### config.mk
export PLATFORM = sky130hd
export DESIGN_NAME = dbell_mailbox
export DESIGN_NICKNAME = d
export VERILOG_FILES = /design/src/rtl/dbell_pkg.sv /design/src/rtl/dbell_ram.sv /design/src/rtl/dbell_reg.sv /design/src/rtl/dbell_mailbox.sv
export SDC_FILE = /design/constraint.sdc
export NUM_CORES = 2
export LEC_CHECK = 0
export BUFFER_PORTS_ARGS = -buffer_cell sky130_fd_sc_hd__buf_2
export CAP_MARGIN = 15
export CORE_MARGIN = 3
export CORE_UTILIZATION = 35
export CTS_CLUSTER_DIAMETER = 80
export DETAILED_ROUTE_END_ITERATION = 8
export GPL_TIMING_DRIVEN = 1
export PLACE_DENSITY_LB_ADDON = 0.15
export REMOVE_ABC_BUFFERS = 1
export SLEW_MARGIN = 20
export SYNTH_ARGS = -nofsm -noshare
export SYNTH_HDL_FRONTEND = slang
export SYNTH_SLANG_ARGS = --single-unit
export TNS_END_PERCENT = 50
### constraint.sdc
create_clock -name clk -period 5.05 [get_ports clk]
set_clock_uncertainty 0.15 [all_clocks]
set_input_delay 1.01 -clock clk [delete_from_list [all_inputs] [get_ports clk]]
set_output_delay 1.01 -clock clk [all_outputs]
set_load 0.005 [all_outputs]
### src/rtl/dbell_pkg.sv
package dbell_pkg;
  localparam int DB_W      = 32;
  localparam int BUSY_BIT  = 31;
  localparam int LEN_LSB   = 0;
  localparam int LEN_W     = 10;
  localparam int PROTO_LSB = 10;
  localparam int PROTO_W   = 4;
  localparam int CMD_LSB   = 16;
  localparam int CMD_W     = 4;

  // control-half register indices, local side
  localparam int L_DB_IN  = 0;
  localparam int L_DB_OUT = 1;
  localparam int L_STAT   = 2;
  localparam int L_MASK   = 3;
  localparam int L_CLRST  = 4;
  localparam int L_ERR    = 5;
  // control-half register indices, host side
  localparam int H_DB_OUT = 0;
  localparam int H_DB_IN  = 1;
  localparam int H_STAT   = 2;
  localparam int H_ERR    = 3;

  localparam int MASK_IN_BIT  = 0;
  localparam int MASK_CLR_BIT = 11;
  localparam int HDONE_BIT    = 8;

  typedef struct packed {
    logic [CMD_W-1:0]   cmd;
    logic [PROTO_W-1:0] proto;
    logic [LEN_W-1:0]   len;
  } db_fields_t;

  function automatic db_fields_t db_split(input logic [DB_W-1:0] w);
    db_fields_t f;
    f.len   = w[LEN_LSB   +: LEN_W];
    f.proto = w[PROTO_LSB +: PROTO_W];
    f.cmd   = w[CMD_LSB   +: CMD_W];
    return f;
  endfunction
endpackage

### src/rtl/dbell_ram.sv
// Simple dual-port message buffer: one write port, one registered read port.
module dbell_ram #(
  parameter int WORDS = 32,
  parameter int W     = 32,
  localparam int IW   = $clog2(WORDS)
) (
  input  logic          clk,
  input  logic          we,
  input  logic [IW-1:0] wa,
  input  logic [W-1:0]  wd,
  input  logic          re,
  input  logic [IW-1:0] ra,
  output logic [W-1:0]  rq
);
  logic [W-1:0] mem [WORDS];

  always_ff @(posedge clk) begin
    if (we) mem[wa] <= wd;
  end

  always_ff @(posedge clk) begin
    if (re) rq <= mem[ra];
  end
endmodule

### src/rtl/dbell_reg.sv
// One doorbell word with busy handshake between a sender and a receiver.
module dbell_reg
  import dbell_pkg::*;
#(
  parameter int MAX_LEN = 128
) (
  input  logic            clk,
  input  logic            rst,
  input  logic            snd_we,
  input  logic [DB_W-1:0] snd_wd,
  input  logic            rcv_clr,
  output logic [DB_W-1:0] q,
  output logic            consumed,
  output logic            reject
);
  logic            ring_req;
  logic            len_bad;
  logic [DB_W-1:0] nxt;

  always_comb begin
    ring_req = snd_we & snd_wd[BUSY_BIT];
    len_bad  = snd_wd[LEN_LSB +: LEN_W] > LEN_W'(MAX_LEN);
    reject   = ring_req & (q[BUSY_BIT] | len_bad);
    consumed = rcv_clr & q[BUSY_BIT];
    nxt      = q;
    if (consumed)           nxt[BUSY_BIT] = 1'b0;
    if (snd_we && !reject)  nxt = snd_wd;
  end

  always_ff @(posedge clk) begin
    if (rst) q <= '0;
    else     q <= nxt;
  end
endmodule

### src/rtl/dbell_mailbox.sv
module dbell_mailbox
  import dbell_pkg::*;
#(
  parameter int MSG_BYTES = 128,
  localparam int WORDS    = MSG_BYTES / 4,
  localparam int AW       = $clog2(WORDS) + 1
) (
  input  logic               clk,
  input  logic               rst,
  input  logic               h_we,
  input  logic               h_re,
  input  logic [AW-1:0]      h_addr,
  input  logic [DB_W-1:0]    h_wdata,
  output logic [DB_W-1:0]    h_rdata,
  output logic               h_irq,
  input  logic               l_we,
  input  logic               l_re,
  input  logic [AW-1:0]      l_addr,
  input  logic [DB_W-1:0]    l_wdata,
  output logic [DB_W-1:0]    l_rdata,
  output logic               l_irq,
  output logic [LEN_W-1:0]   l_in_len,
  output logic [PROTO_W-1:0] l_in_proto,
  output logic [CMD_W-1:0]   l_in_cmd
);
  localparam int IW = AW - 1;

  // address decode
  logic          h_win, l_win;
  logic [IW-1:0] h_idx, l_idx;
  assign h_win = ~h_addr[AW-1];
  assign l_win = ~l_addr[AW-1];
  assign h_idx = h_addr[IW-1:0];
  assign l_idx = l_addr[IW-1:0];

  function automatic logic hit(input logic we, input logic win,
                               input logic [IW-1:0] idx, input int r);
    return we & ~win & (idx == IW'(r));
  endfunction

  // doorbells
  logic [DB_W-1:0] h2l_q, l2h_q;
  logic            h2l_done_ev, h2l_rej, l2h_done_ev, l2h_rej;

  dbell_reg #(.MAX_LEN(MSG_BYTES)) u_db_h2l (
    .clk(clk), .rst(rst),
    .snd_we(hit(h_we, h_win, h_idx, H_DB_OUT)), .snd_wd(h_wdata),
    .rcv_clr(hit(l_we, l_win, l_idx, L_DB_IN) & ~l_wdata[BUSY_BIT]),
    .q(h2l_q), .consumed(h2l_done_ev), .reject(h2l_rej)
  );

  dbell_reg #(.MAX_LEN(MSG_BYTES)) u_db_l2h (
    .clk(clk), .rst(rst),
    .snd_we(hit(l_we, l_win, l_idx, L_DB_OUT)), .snd_wd(l_wdata),
    .rcv_clr(hit(h_we, h_win, h_idx, H_DB_IN) & ~h_wdata[BUSY_BIT]),
    .q(l2h_q), .consumed(l2h_done_ev), .reject(l2h_rej)
  );

  // message buffers, one per direction
  logic [DB_W-1:0] h2l_ram_q, l2h_ram_q;

  dbell_ram #(.WORDS(WORDS), .W(DB_W)) u_ram_h2l (
    .clk(clk), .we(h_we & h_win), .wa(h_idx), .wd(h_wdata),
    .re(l_re & l_win), .ra(l_idx), .rq(h2l_ram_q)
  );

  dbell_ram #(.WORDS(WORDS), .W(DB_W)) u_ram_l2h (
    .clk(clk), .we(l_we & l_win), .wa(l_idx), .wd(l_wdata),
    .re(h_re & h_win), .ra(h_idx), .rq(l2h_ram_q)
  );

  // local control state
  logic [DB_W-1:0] mask_q;
  logic            clr_sts_q, l_err_q;

  always_ff @(posedge clk) begin
    if (rst) begin
      mask_q    <= '0;
      clr_sts_q <= 1'b0;
      l_err_q   <= 1'b0;
    end else begin
      if (hit(l_we, l_win, l_idx, L_MASK)) mask_q <= l_wdata;
      if (l2h_done_ev)                                     clr_sts_q <= 1'b1;
      else if (hit(l_we, l_win, l_idx, L_CLRST) && l_wdata[0]) clr_sts_q <= 1'b0;
      if (l2h_rej)                                         l_err_q <= 1'b1;
      else if (hit(l_we, l_win, l_idx, L_ERR) && l_wdata[0])   l_err_q <= 1'b0;
    end
  end

  // host control state
  logic h_done_q, h_err_q;

  always_ff @(posedge clk) begin
    if (rst) begin
      h_done_q <= 1'b0;
      h_err_q  <= 1'b0;
    end else begin
      if (h2l_done_ev)                                          h_done_q <= 1'b1;
      else if (hit(h_we, h_win, h_idx, H_STAT) && h_wdata[HDONE_BIT]) h_done_q <= 1'b0;
      if (h2l_rej)                                              h_err_q <= 1'b1;
      else if (hit(h_we, h_win, h_idx, H_ERR) && h_wdata[0])        h_err_q <= 1'b0;
    end
  end

  // interrupts, registered
  logic l_irq_q, h_irq_q;

  always_ff @(posedge clk) begin
    if (rst) begin
      l_irq_q <= 1'b0;
      h_irq_q <= 1'b0;
    end else begin
      l_irq_q <= (h2l_q[BUSY_BIT] & mask_q[MASK_IN_BIT])
               | (clr_sts_q & mask_q[MASK_CLR_BIT]);
      h_irq_q <= l2h_q[BUSY_BIT] | h_done_q;
    end
  end

  assign l_irq = l_irq_q;
  assign h_irq = h_irq_q;

  // register read paths
  logic [DB_W-1:0] l_reg_q, h_reg_q;
  logic            l_sel_ram_q, h_sel_ram_q;

  always_ff @(posedge clk) begin
    if (rst) begin
      l_reg_q     <= '0;
      l_sel_ram_q <= 1'b0;
    end else if (l_re) begin
      l_sel_ram_q <= l_win;
      case (int'(l_idx))
        L_DB_IN:  l_reg_q <= h2l_q;
        L_DB_OUT: l_reg_q <= l2h_q;
        L_STAT:   l_reg_q <= {{(DB_W-1){1'b0}}, h2l_q[BUSY_BIT]};
        L_MASK:   l_reg_q <= mask_q;
        L_CLRST:  l_reg_q <= {{(DB_W-1){1'b0}}, clr_sts_q};
        L_ERR:    l_reg_q <= {{(DB_W-1){1'b0}}, l_err_q};
        default:  l_reg_q <= '0;
      endcase
    end
  end

  always_ff @(posedge clk) begin
    if (rst) begin
      h_reg_q     <= '0;
      h_sel_ram_q <= 1'b0;
    end else if (h_re) begin
      h_sel_ram_q <= h_win;
      case (int'(h_idx))
        H_DB_OUT: h_reg_q <= h2l_q;
        H_DB_IN:  h_reg_q <= l2h_q;
        H_STAT: begin
          h_reg_q            <= '0;
          h_reg_q[0]         <= l2h_q[BUSY_BIT];
          h_reg_q[HDONE_BIT] <= h_done_q;
        end
        H_ERR:    h_reg_q <= {{(DB_W-1){1'b0}}, h_err_q};
        default:  h_reg_q <= '0;
      endcase
    end
  end

  assign l_rdata = l_sel_ram_q ? h2l_ram_q : l_reg_q;
  assign h_rdata = h_sel_ram_q ? l2h_ram_q : h_reg_q;

  // field extraction of the waiting inbound message
  db_fields_t in_f;
  assign in_f       = db_split(h2l_q);
  assign l_in_len   = in_f.len;
  assign l_in_proto = in_f.proto;
  assign l_in_cmd   = in_f.cmd;
endmodule

==> metrics.txt <==
status completed; core area 247000 sq um; Worst Tran Pin Value 0.993 ns; multiplexer area fraction after synthesis 0.150; Final setup viols 0; Final TNS setup 0 ns; Post-Synth XOR/XNOR Area 0; CP top delay family flip-flops; commonest non-fill, non-tap cells in the layout 2112 x edfxtp_1, 452 x mux4_2, 233 x clkbuf_16, 188 x mux2i_1, 166 x dfxtp_1; Post-CTS Resized 0; Leak 31.6 nW; Via Count 43800; Slew HR 0.336; fin nets 4663; sequential area share after synthesis 0.765; Hold Buf Count CTS 0; area occupied by multi-input gates 19700 sq um; initial antenna violation count 33; drt pass-1 iters 5; Worst-path clk slew 0.07 ns; # Post-CTS Setup Buffers 0; # DRC 0; Hold Vio Cnt, Final 0; vias in the first global route 44900; CP required 3.89 ns; I/O Pins 166; Total Wirelength 260000 um; PD cells 392 nW/um^2; commonest non-fill, non-tap cell in the layout edfxtp_1; Total Power 39.5 mW; drt first-iter violations 4295; Die Width 505 um; crit-path cells buf_4 > mux2_2 > buf_2; fillers 22000; Worst path slowest cell dfxtp_2; clock root buffer clkbuf_16; number of port buffers 165; worst path bufs/invs 2; CP Capture Type output pin; Synth Area in Compound Gates 0.0438; Max Root-Sink Buffers 3; simple-gate share of the synthesized area 0.0254; total grt overflow 0; gr usage total 0.201; CP max stage delay 0.83 ns; layout cells sized above 1 0.270; antenna viol nets, final 0; area grow syn2layout 15.5%; CP Max Fanout 14; WHS 0.299 ns; fin. max-slew vios 0; maxcap violations 0; Avg Cell Area, Syn 20.2 sq um; CTS Sinks 2280; H-tree depth 4; ys async rst share 0; Gate Count Post-Synth 4312; Adder-Cell Fraction of Synth Area 0; HPWL after detailed placement 147000 um; Post-synth EDFFs 2112; first-pass GRT wire length 361000 um; RSZ-0062 raised after global routing false; Synth Register Bits 2280; CTS tree yes; Tmin final 3.95 ns; mapped cell area 87300 sq um; Worst-Skew Late Latency 0.87 ns; Synth Warn # 0; Setup CP Type register to output pin; drt via density 5.41; die area 255000 sq um; post-synthesis cell type count 48; largest net degree at the start of global routing 87; DP Area 93400 sq um; Final period util 0.782; register area 66800 sq um; largest family of logic cells by synthesized area multiplexers; Site Rows 182; Synth Flop Type edfxtp_1; WP data arrival 2.79 ns; Routed wire per std cell 32.1 um; Final Core Density 0.408; Startpoint Class register; cts bufs inserted 233; Die H 505 um; Final Wtd Congestion 0.765; Peak Freq 253 MHz; min-delay worst type primary input to register; Peak VDD IR 0.000314 V; Initial Utilization 0.353; final instance area 101000 sq um
synthesized netlist by cell type (37+ instances only):
master / n / area share
nand2b_1: 67 / 0.0048
clkbuf_1: 159 / 0.0068
o21ai_0: 66 / 0.0038
mux2i_1: 188 / 0.022
mux2_2: 93 / 0.012
nor2_1: 109 / 0.0047
buf_2: 93 / 0.0053
edfxtp_1: 2112 / 0.73
dfxtp_1: 168 / 0.039
a211oi_1: 66 / 0.0057
mux4_2: 452 / 0.12
nor2b_1: 39 / 0.0028
nand3_1: 37 / 0.0021
a22o_1: 61 / 0.0061
nand2_1: 110 / 0.0047
a21oi_1: 130 / 0.0075
a22oi_1: 161 / 0.014
worst register-to-register path: stages, from the launching register on:
cell and delay, ns:
dfxtp_1 0.39, or3_1 0.43, and2_1 0.20, a211oi_4 0.69, buf_4 0.50, mux2i_1 0.27
report_power, final:
| group | switching (mW) | internal [mW] | leakage, nW | total [mW] |
|---|---|---|---|---|
| Clock | 7.38 | 9.48 | 3.61 | 16.9 |
| Combinational | 1.15 | 0.621 | 7.60 | 1.77 |
| Sequential | 0.0523 | 20.8 | 20.4 | 20.8 |
registers in the layout, summed over array words and instances (netlist names), 32 cells and up:
name,count
u_ram_h2l.rq,32
mask_q,32
u_ram_l2h.mem,1024
u_ram_h2l.mem,1024
l_reg_q,32
u_db_l2h.q,32
h_reg_q,32
u_db_h2l.q,32
u_ram_l2h.rq,32
layer usage:
metal	up-vias	wire length, um	GRT usage
li1	18400	-	-
met1	23700	110000	0.273
met2	1349	125000	0.326
met3	357	16200	0.0407
met4	8	7950	0.0628
met5	-	64	0
path summary, 6_finish.rpt:
path	start	to	slack, ns	cells after the start
setup / recovery	h_sel_ram_q$_SDFFE_PP0P_	h_rdata[3]	1.10	3
hold / removal	h_wdata[7]	u_ram_h2l.mem[4][7]$_DFFE_PP_	0.30	1
setup reg to reg	u_db_h2l.q[31]$_SDFFE_PP0P_	u_db_h2l.q[6]$_SDFFE_PP0P_	2.34	5
hold reg to reg	mask_q[10]$_SDFFE_PP0P_	mask_q[10]$_SDFFE_PP0P_	0.31	2
kinds of logic (layout without fill, tap and decap cells):
logic type	Yosys count	count (layout)
muxes	733	733
AOI/OAI and AO/OA	563	563
DFF	2280	2280
buffers and inverters	294	759
other	0	12
and+or+nand+nor	442	442
final cells by class:
cell class	instances	share of cell area
well taps	3312	0.0411
repair buffers	325	0.0267
clock buffers	300	0.0606
flip-flops and latches	2280	0.663
inverters	3	0.000112
diodes	12	0.000298
clock inverters	131	0.0129
multi-input cells	1738	0.196
metrics by stage:
stage               setup WS (ns)  std cells
global placement             1.09       7658
global route                 1.04       8093
detailed placement           1.06       7658
finish                       1.10       8101
floorplan                  -0.781       4021
CTS                          1.01       8089
Note: power is estimated with default switching activity, not from simulation.
